### src/rtl/fsc_pkg.sv
package fsc_pkg;
  localparam int NSTAGE     = 4;
  localparam int INST_BYTES = 4;

  typedef enum logic [2:0] {
    ST_RUN     = 3'd0,
    ST_IDLE    = 3'd1,
    ST_SQUASH  = 3'd2,
    ST_BLOCK   = 3'd3,
    ST_CWAIT   = 3'd4,
    ST_CDONE   = 3'd5,
    ST_TRAP    = 3'd6,
    ST_QUIESCE = 3'd7
  } fstat_e;
endpackage

### src/rtl/fsc_stall_track.sv
module fsc_stall_track
  import fsc_pkg::*;
(
  input  logic              clk,
  input  logic              rst_n,
  input  logic              ctx_i,
  input  logic [NSTAGE-1:0] block_i,
  input  logic [NSTAGE-1:0] release_i,
  output logic [NSTAGE-1:0] bits_o,
  output logic              stalled_nxt_o
);
  logic [NSTAGE-1:0] bits_q;
  logic [NSTAGE-1:0] bits_d;
  logic [NSTAGE-1:0] bits_en;

  for (genvar s = 0; s < NSTAGE; s++) begin : g_stage
    always_comb begin
      bits_en[s] = block_i[s] | release_i[s];
      bits_d[s]  = block_i[s] ? 1'b1 : 1'b0;
    end

    always_ff @(posedge clk or negedge rst_n) begin
      if (!rst_n)          bits_q[s] <= 1'b0;
      else if (bits_en[s]) bits_q[s] <= bits_d[s];
    end
  end

  always_comb begin
    stalled_nxt_o = ctx_i;
    for (int s = 0; s < NSTAGE; s++) begin
      stalled_nxt_o = stalled_nxt_o | (bits_en[s] ? bits_d[s] : bits_q[s]);
    end
  end

  assign bits_o = bits_q;

  assert_release_legal_R2: assert property (@(posedge clk) disable iff (!rst_n)
    (release_i != '0) |-> (((release_i & ~bits_q) == '0) && ((release_i & block_i) == '0)));

  assert_block_sticky_R2: assert property (@(posedge clk) disable iff (!rst_n)
    (block_i != '0) |=> ((bits_q & $past(block_i)) == $past(block_i)));
endmodule

### src/rtl/fsc_thread_fsm.sv
module fsc_thread_fsm
  import fsc_pkg::*;
#(
  parameter int PC_W  = 32,
  parameter int TAG_W = 4,
  parameter logic [PC_W-1:0] RESET_PC = '0
) (
  input  logic             clk,
  input  logic             rst_n,
  input  logic             stalled_i,
  input  logic             cmt_sq_i,
  input  logic [PC_W-1:0]  cmt_pc_i,
  input  logic             rob_i,
  input  logic             dec_sq_i,
  input  logic [PC_W-1:0]  dec_pc_i,
  input  logic             issue_i,
  input  logic [TAG_W-1:0] issue_tag_i,
  input  logic             take_i,
  input  logic             rsp_i,
  input  logic [TAG_W-1:0] rsp_tag_i,
  output fstat_e           status_o,
  output logic [PC_W-1:0]  pc_o,
  output logic [PC_W-1:0]  npc_o,
  output logic             accept_o,
  output logic             changed_o
);
  localparam logic [PC_W-1:0] STEP = PC_W'(INST_BYTES);

  fstat_e           st_q, st_d;
  logic [PC_W-1:0]  pc_q, npc_q, pc_d;
  logic [TAG_W-1:0] tag_q;
  logic             pc_en, tag_en, st_en;

  always_comb begin
    st_d     = st_q;
    pc_d     = pc_q;
    pc_en    = 1'b0;
    tag_en   = 1'b0;
    accept_o = 1'b0;
    if (cmt_sq_i) begin
      st_d  = ST_SQUASH;
      pc_d  = cmt_pc_i;
      pc_en = 1'b1;
    end else if (rob_i) begin
      st_d = ST_SQUASH;
    end else if (dec_sq_i && (st_q != ST_SQUASH)) begin
      st_d  = ST_SQUASH;
      pc_d  = dec_pc_i;
      pc_en = 1'b1;
    end else if (stalled_i && (st_q != ST_CWAIT)) begin
      st_d = ST_BLOCK;
    end else if ((st_q == ST_BLOCK) || (st_q == ST_SQUASH)) begin
      st_d = ST_RUN;
    end else if ((st_q == ST_CWAIT) && rsp_i && (rsp_tag_i == tag_q)) begin
      accept_o = 1'b1;
      st_d     = stalled_i ? ST_BLOCK : ST_CDONE;
    end else if ((st_q == ST_RUN) && issue_i) begin
      st_d   = ST_CWAIT;
      tag_en = 1'b1;
    end else if ((st_q == ST_CDONE) && take_i) begin
      st_d = ST_RUN;
    end
    st_en     = (st_d != st_q);
    changed_o = st_en;
  end

  always_ff @(posedge clk or negedge rst_n) begin
    if (!rst_n)     st_q <= ST_RUN;
    else if (st_en) st_q <= st_d;
  end

  always_ff @(posedge clk or negedge rst_n) begin
    if (!rst_n) begin
      pc_q  <= RESET_PC;
      npc_q <= RESET_PC + STEP;
    end else if (pc_en) begin
      pc_q  <= pc_d;
      npc_q <= pc_d + STEP;
    end
  end

  always_ff @(posedge clk or negedge rst_n) begin
    if (!rst_n)      tag_q <= '0;
    else if (tag_en) tag_q <= issue_tag_i;
  end

  assign status_o = st_q;
  assign pc_o     = pc_q;
  assign npc_o    = npc_q;

  assert_cmt_squash_R3: assert property (@(posedge clk) disable iff (!rst_n)
    cmt_sq_i |=> ((st_q == ST_SQUASH) && (pc_q == $past(cmt_pc_i)) &&
                  (npc_q == $past(cmt_pc_i) + STEP)));

  assert_rob_hold_R4: assert property (@(posedge clk) disable iff (!rst_n)
    (rob_i && !cmt_sq_i) |=> (st_q == ST_SQUASH));

  assert_wait_kept_R6: assert property (@(posedge clk) disable iff (!rst_n)
    ((st_q == ST_CWAIT) && !cmt_sq_i && !rob_i && !dec_sq_i && !accept_o) |=> (st_q == ST_CWAIT));

  assert_accept_lands_R9: assert property (@(posedge clk) disable iff (!rst_n)
    accept_o |=> ((st_q == ST_BLOCK) || (st_q == ST_CDONE)));
endmodule

### src/rtl/fsc_drop_count.sv
module fsc_drop_count #(
  parameter int CNT_W = 8
) (
  input  logic             clk,
  input  logic             rst_n,
  input  logic             drop_i,
  output logic [CNT_W-1:0] cnt_o
);
  logic [CNT_W-1:0] cnt_q;
  logic             cnt_en;

  assign cnt_en = drop_i && (cnt_q != {CNT_W{1'b1}});

  always_ff @(posedge clk or negedge rst_n) begin
    if (!rst_n)      cnt_q <= '0;
    else if (cnt_en) cnt_q <= cnt_q + 1'b1;
  end

  assign cnt_o = cnt_q;

  assert_drop_step_R10: assert property (@(posedge clk) disable iff (!rst_n)
    (drop_i && (cnt_q != {CNT_W{1'b1}})) |=> (cnt_q == $past(cnt_q) + 1'b1));

  assert_drop_idle_R10: assert property (@(posedge clk) disable iff (!rst_n)
    !drop_i |=> $stable(cnt_q));
endmodule

### src/rtl/fetch_status_ctrl.sv
module fetch_status_ctrl
  import fsc_pkg::*;
#(
  parameter int NT    = 2,
  parameter int PC_W  = 32,
  parameter int TAG_W = 4,
  parameter int CNT_W = 8,
  parameter logic [PC_W-1:0] RESET_PC = '0,
  localparam int TID_W = (NT > 1) ? $clog2(NT) : 1
) (
  input  logic                  clk,
  input  logic                  rst_n,
  input  logic                  ctx_switch_i,
  input  logic [NT*NSTAGE-1:0]  stage_block_i,
  input  logic [NT*NSTAGE-1:0]  stage_release_i,
  input  logic [NT-1:0]         cmt_squash_i,
  input  logic [NT*PC_W-1:0]    cmt_target_i,
  input  logic [NT-1:0]         rob_busy_i,
  input  logic [NT-1:0]         dec_squash_i,
  input  logic [NT*PC_W-1:0]    dec_target_i,
  input  logic [NT-1:0]         issue_i,
  input  logic [NT*TAG_W-1:0]   issue_tag_i,
  input  logic [NT-1:0]         line_taken_i,
  input  logic                  rsp_valid_i,
  input  logic [TID_W-1:0]      rsp_tid_i,
  input  logic [TAG_W-1:0]      rsp_tag_i,
  output logic [NT*3-1:0]       status_o,
  output logic [NT*PC_W-1:0]    pc_o,
  output logic [NT*PC_W-1:0]    npc_o,
  output logic [NT-1:0]         stalled_o,
  output logic                  status_chg_o,
  output logic                  stage_active_o,
  output logic [CNT_W-1:0]      drop_cnt_o
);
  logic [NT-1:0] accept;
  logic [NT-1:0] changed;
  logic [NT-1:0] thr_active;
  logic          chg_q;

  for (genvar t = 0; t < NT; t++) begin : g_thr
    logic [NSTAGE-1:0] bits;
    logic              stalled_nxt;
    logic              rsp_here;
    fstat_e            st;

    fsc_stall_track u_stall (
      .clk           (clk),
      .rst_n         (rst_n),
      .ctx_i         (ctx_switch_i),
      .block_i       (stage_block_i[t*NSTAGE +: NSTAGE]),
      .release_i     (stage_release_i[t*NSTAGE +: NSTAGE]),
      .bits_o        (bits),
      .stalled_nxt_o (stalled_nxt)
    );

    assign rsp_here = rsp_valid_i && (rsp_tid_i == TID_W'(t));

    fsc_thread_fsm #(
      .PC_W     (PC_W),
      .TAG_W    (TAG_W),
      .RESET_PC (RESET_PC)
    ) u_fsm (
      .clk         (clk),
      .rst_n       (rst_n),
      .stalled_i   (stalled_nxt),
      .cmt_sq_i    (cmt_squash_i[t]),
      .cmt_pc_i    (cmt_target_i[t*PC_W +: PC_W]),
      .rob_i       (rob_busy_i[t]),
      .dec_sq_i    (dec_squash_i[t]),
      .dec_pc_i    (dec_target_i[t*PC_W +: PC_W]),
      .issue_i     (issue_i[t]),
      .issue_tag_i (issue_tag_i[t*TAG_W +: TAG_W]),
      .take_i      (line_taken_i[t]),
      .rsp_i       (rsp_here),
      .rsp_tag_i   (rsp_tag_i),
      .status_o    (st),
      .pc_o        (pc_o[t*PC_W +: PC_W]),
      .npc_o       (npc_o[t*PC_W +: PC_W]),
      .accept_o    (accept[t]),
      .changed_o   (changed[t])
    );

    assign status_o[t*3 +: 3] = st;
    assign stalled_o[t]       = |bits;
    assign thr_active[t]      = (st == ST_RUN) || (st == ST_SQUASH) || (st == ST_CDONE);
  end

  fsc_drop_count #(.CNT_W(CNT_W)) u_drop (
    .clk    (clk),
    .rst_n  (rst_n),
    .drop_i (rsp_valid_i && (accept == '0)),
    .cnt_o  (drop_cnt_o)
  );

  always_ff @(posedge clk or negedge rst_n) begin
    if (!rst_n) chg_q <= 1'b0;
    else        chg_q <= |changed;
  end

  assign status_chg_o   = chg_q;
  assign stage_active_o = |thr_active;

  assert_chg_matches_R12: assert property (@(posedge clk) disable iff (!rst_n)
    status_chg_o |-> (status_o != $past(status_o)));

  assert_one_accept_R9: assert property (@(posedge clk) disable iff (!rst_n)
    $onehot0(accept));
endmodule

### config.mk
export PLATFORM = sky130hd
export DESIGN_NAME = fetch_status_ctrl
export DESIGN_NICKNAME = d
export VERILOG_FILES = /design/src/rtl/fsc_pkg.sv /design/src/rtl/fsc_stall_track.sv /design/src/rtl/fsc_thread_fsm.sv /design/src/rtl/fsc_drop_count.sv /design/src/rtl/fetch_status_ctrl.sv
export SDC_FILE = /design/constraint.sdc
export NUM_CORES = 1
export LEC_CHECK = 0
export BUFFER_PORTS_ARGS = -buffer_cell sky130_fd_sc_hd__buf_2
export CAP_MARGIN = 0
export CORE_UTILIZATION = 40
export DETAILED_ROUTE_END_ITERATION = 16
export PLACE_DENSITY = 0.67
export SLEW_MARGIN = 20
export SYNTH_ARGS = -nofsm -noshare
export SYNTH_HDL_FRONTEND = slang
export SYNTH_HIERARCHICAL = 1
export SYNTH_SLANG_ARGS = --single-unit
### constraint.sdc
create_clock -name clk -period 5.4 [get_ports clk]
set_clock_uncertainty 0.1 [all_clocks]
set_input_delay 1.35 -clock clk [delete_from_list [all_inputs] [get_ports clk]]
set_output_delay 1.35 -clock clk [all_outputs]
set_load 0.05 [all_outputs]
==> results.tsv <==
metric	value	unit
status	finished clean	
share of layout cells above drive strength 1	34.6	%
Pleak	0.00533	uW
total gr overflow	0	
Synth cell types	94	
r2r worst-path depth	11	
Finished Cell Area	0.0111	mm2
die width	150	um
worst vdd ir	0.204	mV
top cell family by delay on the critical path	simple AND/OR/NAND/NOR gates	
Final min period	4.18	ns
number of H-tree levels	4	
FMAX	0.239	GHz
Layout area overhead	26.5	%
Die Height	150	um
Buf/Inv on CP	1	
vias in the first global route	8198	
RSZ-0062 raised after global routing	no	
clock tree buffer depth	2	
crit start category	input port	
final hold vios	0	
dpl cell area	0.0105	mm2
Post-Syn Area	0.00875	mm2
worst path cell trace	buf_2 -> nand2b_1 -> o21ai_2 -> o21ai_0 -> ha_1 -> nand3_1 -> nor3_2 -> a21oi_1 -> o31ai_1	
r2r setup slk	1.51	ns
cts repair resizes	0	
P per Cell Area	327	mW/mm2
critical path peak fanout	25	
Finished Layout Cells	1506	
GRT Total Usage	25.1	%
Final GP Congestion	0.914	
element type at the critical path end	register	
Post-synth EDFFs	0	
YS warnings	6	
Worst-Skew Late Latency	0.42	ns
root buf cell	clkbuf_16	
sequential cell area fraction in the yosys report	44.4	%
R2R Path End	g_thr[1].u_fsm/npc_o[22]$_DFFE_PN0P_	
die area	0.0225	mm2
Final TNS setup	0	ns
I/O pins	317	
number of hold buffers added after CTS	0	
# DRC	0	
Via-to-Cell Ratio	5.65	
CP arrival	4.40	ns
vias	8509	
Post-Place Cells	1470	
global-route wire length before repair	43700	um
Tightest Hold Check Type	register to register	
syn_nets	1094	
number of port buffers	316	
CTS sink cnt	155	
Std-Cell Rows	53	
Starting Density	41.2	%
drt pass-1 iters	6	
post-CTS setup buffers	0	
initial drt markers	578	
initial antenna violation count	4	
CP peak stage delay	0.66	ns
relative slew slack	43.5	%
CTS tree	built	
filler instances	2007	
worst r2r src	g_thr[1].u_fsm/status_o[2]$_DFFE_PN0P_	
hold_ws	0.370	ns
Syn Area/Cell	9.51	um2
final WL	27900	um
Setup crit end	g_thr[0].u_fsm/npc_o[24]$_DFFE_PN0P_	
average wire per standard cell	18.5	um
Setup CP Type	input port to register	
Routed Antenna Nets	0	
Clock Pin Slew Worst Setup and Hold Paths	0.07	ns
max_cap viols	0	
crit path from	dec_squash_i[0]	
max-slew violation count	0	
Slew @ Worst Pin	0.848	ns
CP Depth	9	
setup violators final	0	
CP max stage cell	nor3_2	
worst endpoint required time	5.62	ns
detailed placer's ending HPWL	21300	um
CTS Buf Count	17	
fin nets	1388	
area of the core	0.0212	mm2
Mapped Cells	920	
largest net degree at the start of global routing	92	
flops & latches, synth	155	
ys flop type	dfrtp_1	
Synth async-reset ratio	100	%
hold_sp	g_thr[0].u_fsm/npc_o[3]$_DFFE_PN0P_	
Final period util	77.4	%
layer usage:
metal / up-vias / GRT usage (%) / share of wire (%)
met5: - / 0 / 0
met4: 0 / 11.0 / 2.8
met3: 43 / 4.18 / 6.2
met2: 320 / 40.8 / 48
met1: 4144 / 32.9 / 43
li1: 4002 / - / -
kinds of logic (layout without fill, tap and decap cells):
family | Yosys count | count (layout) | share of synthesized area [%]
simple gates | 316 | 316 | 19.7
compound gates | 294 | 294 | 24.0
flops | 155 | 155 | 44.4
buf+inv | 94 | 401 | 5.02
mux | 30 | 30 | 3.69
xor+xnor | 28 | 28 | 2.80
fa+ha+maj | 3 | 3 | 0.429
other cells | 0 | 4 | 0
report_power, final:
group          internal, uW  total [uW]  switching [uW]  leakage [uW]
logic                   299        1120             822       0.00326
registers              1290        1400             106       0.00182
clock network           598        1110             508      0.000252
total                  2190        3620            1440       0.00533
flip-flops by register name, indices dropped and copies added (netlist names):
signal and count:
u_drop/cnt_o 8, g_thr.u_stall/bits_o 8, g_thr.u_fsm/tag_q 8, g_thr.u_fsm/npc_o 60
g_thr.u_fsm/pc_o 64, status_chg_o 1, g_thr.u_fsm/status_o 6
worst register-to-register path, delay by kind of cell, from the launching register on:
kind / cells / cell delay (ns)
AND/OR/NAND/NOR: 6 / 1.98
buffers and inverters: 1 / 0.34
multiplexers: 1 / 0.30
flip-flops: 1 / 0.54
AO/OA/AOI/OAI: 2 / 0.30
adder cells (fa/ha/maj): 1 / 0.22
cell type report:
| type | count | area [um2] | area share [%] |
|---|---|---|---|
| Tap cell | 275 | 344 | 3.11 |
| Inverter | 36 | 135 | 1.22 |
| Clock buffer | 18 | 429 | 3.88 |
| Timing Repair Buffer | 333 | 1720 | 15.5 |
| Multi-Input combinational cell | 671 | 4430 | 40.1 |
| Antenna cell | 4 | 10.0 | 0.0905 |
| Clock inverter | 14 | 115 | 1.04 |
| Sequential cell | 155 | 3880 | 35.1 |
through the flow:
stage | utilization [%] | power (uW) | worst slack, ns
4_1_cts | 52.1 | 3660 | 1.32
3_5_place_dp | 49.5 | 2540 | 0.876
3_3_place_gp | 49.5 | 2530 | 0.933
6_report | 52.1 | 3620 | 1.22
2_1_floorplan | - | 2190 | 0.988
5_1_grt | 52.1 | 3800 | 0.955
layout by cell type (no fill, tap or decap), drive strengths merged, types with 18 or more instances in the layout:
cell type,instances
nand4,20
a21o,32
buf,333
inv,41
nand2,101
o21ai,67
nor2,48
dfrtp,153
a31oi,37
mux2i,18
nand3,36
clkbuf,18
a21oi,41
cells in the mapped netlist (4+ instances only):
master    number  area, um2
buf_1          6       22.5
nand2_1       99        372
buf_2         18       90.1
o211ai_1      11       82.6
buf_4         11       82.6
xnor2_1       17        149
a211oi_1       4       30.0
dfrtp_1      153       3830
nand4_1       18        113
nor3b_1        4       30.0
o21ai_2        5       43.8
nand3_1       33        165
a31oi_1       37        231
o32a_1         4       40.0
mux2i_1       18        180
nor2b_1        4       25.0
inv_1         35        131
and3_1        14       87.6
o221ai_1       4       35.0
nor3_1        16       80.1
clkbuf_1      20       75.1
a21o_1        32        240
a22oi_1        4       30.0
mux2_2         9        101
a32oi_1        6       52.6
and4_1         9       78.8
o21ai_1       12       60.1
a41oi_1       12        105
nand2b_1      13       81.3
xor2_1        11       96.3
nor2_1        47        176
or4_1          5       37.5
and2_1        17        106
o31ai_1       14        105
o21ai_0       50        250
o41ai_1        4       35.0
o21a_1        14        105
a21oi_1       38        190
a221o_1        4       40.0
worst min-delay path by stage:
stage,slack (ns),depth (start not counted),endpoint
2_1_floorplan,0.37,1,g_thr[0].u_stall/bits_o[1]$_DFF_PN0_
3_3_place_gp,0.35,2,g_thr[0].u_fsm/npc_o[3]$_DFFE_PN0P_
3_5_place_dp,0.36,2,g_thr[0].u_fsm/npc_o[3]$_DFFE_PN0P_
4_1_cts,0.38,2,g_thr[0].u_fsm/npc_o[3]$_DFFE_PN0P_
5_1_grt,0.40,1,g_thr[0].u_fsm/pc_o[30]$_DFFE_PN0P_
6_report,0.37,2,g_thr[0].u_fsm/npc_o[3]$_DFFE_PN0P_
No activity file was read; power rests on OpenSTA's default activity.
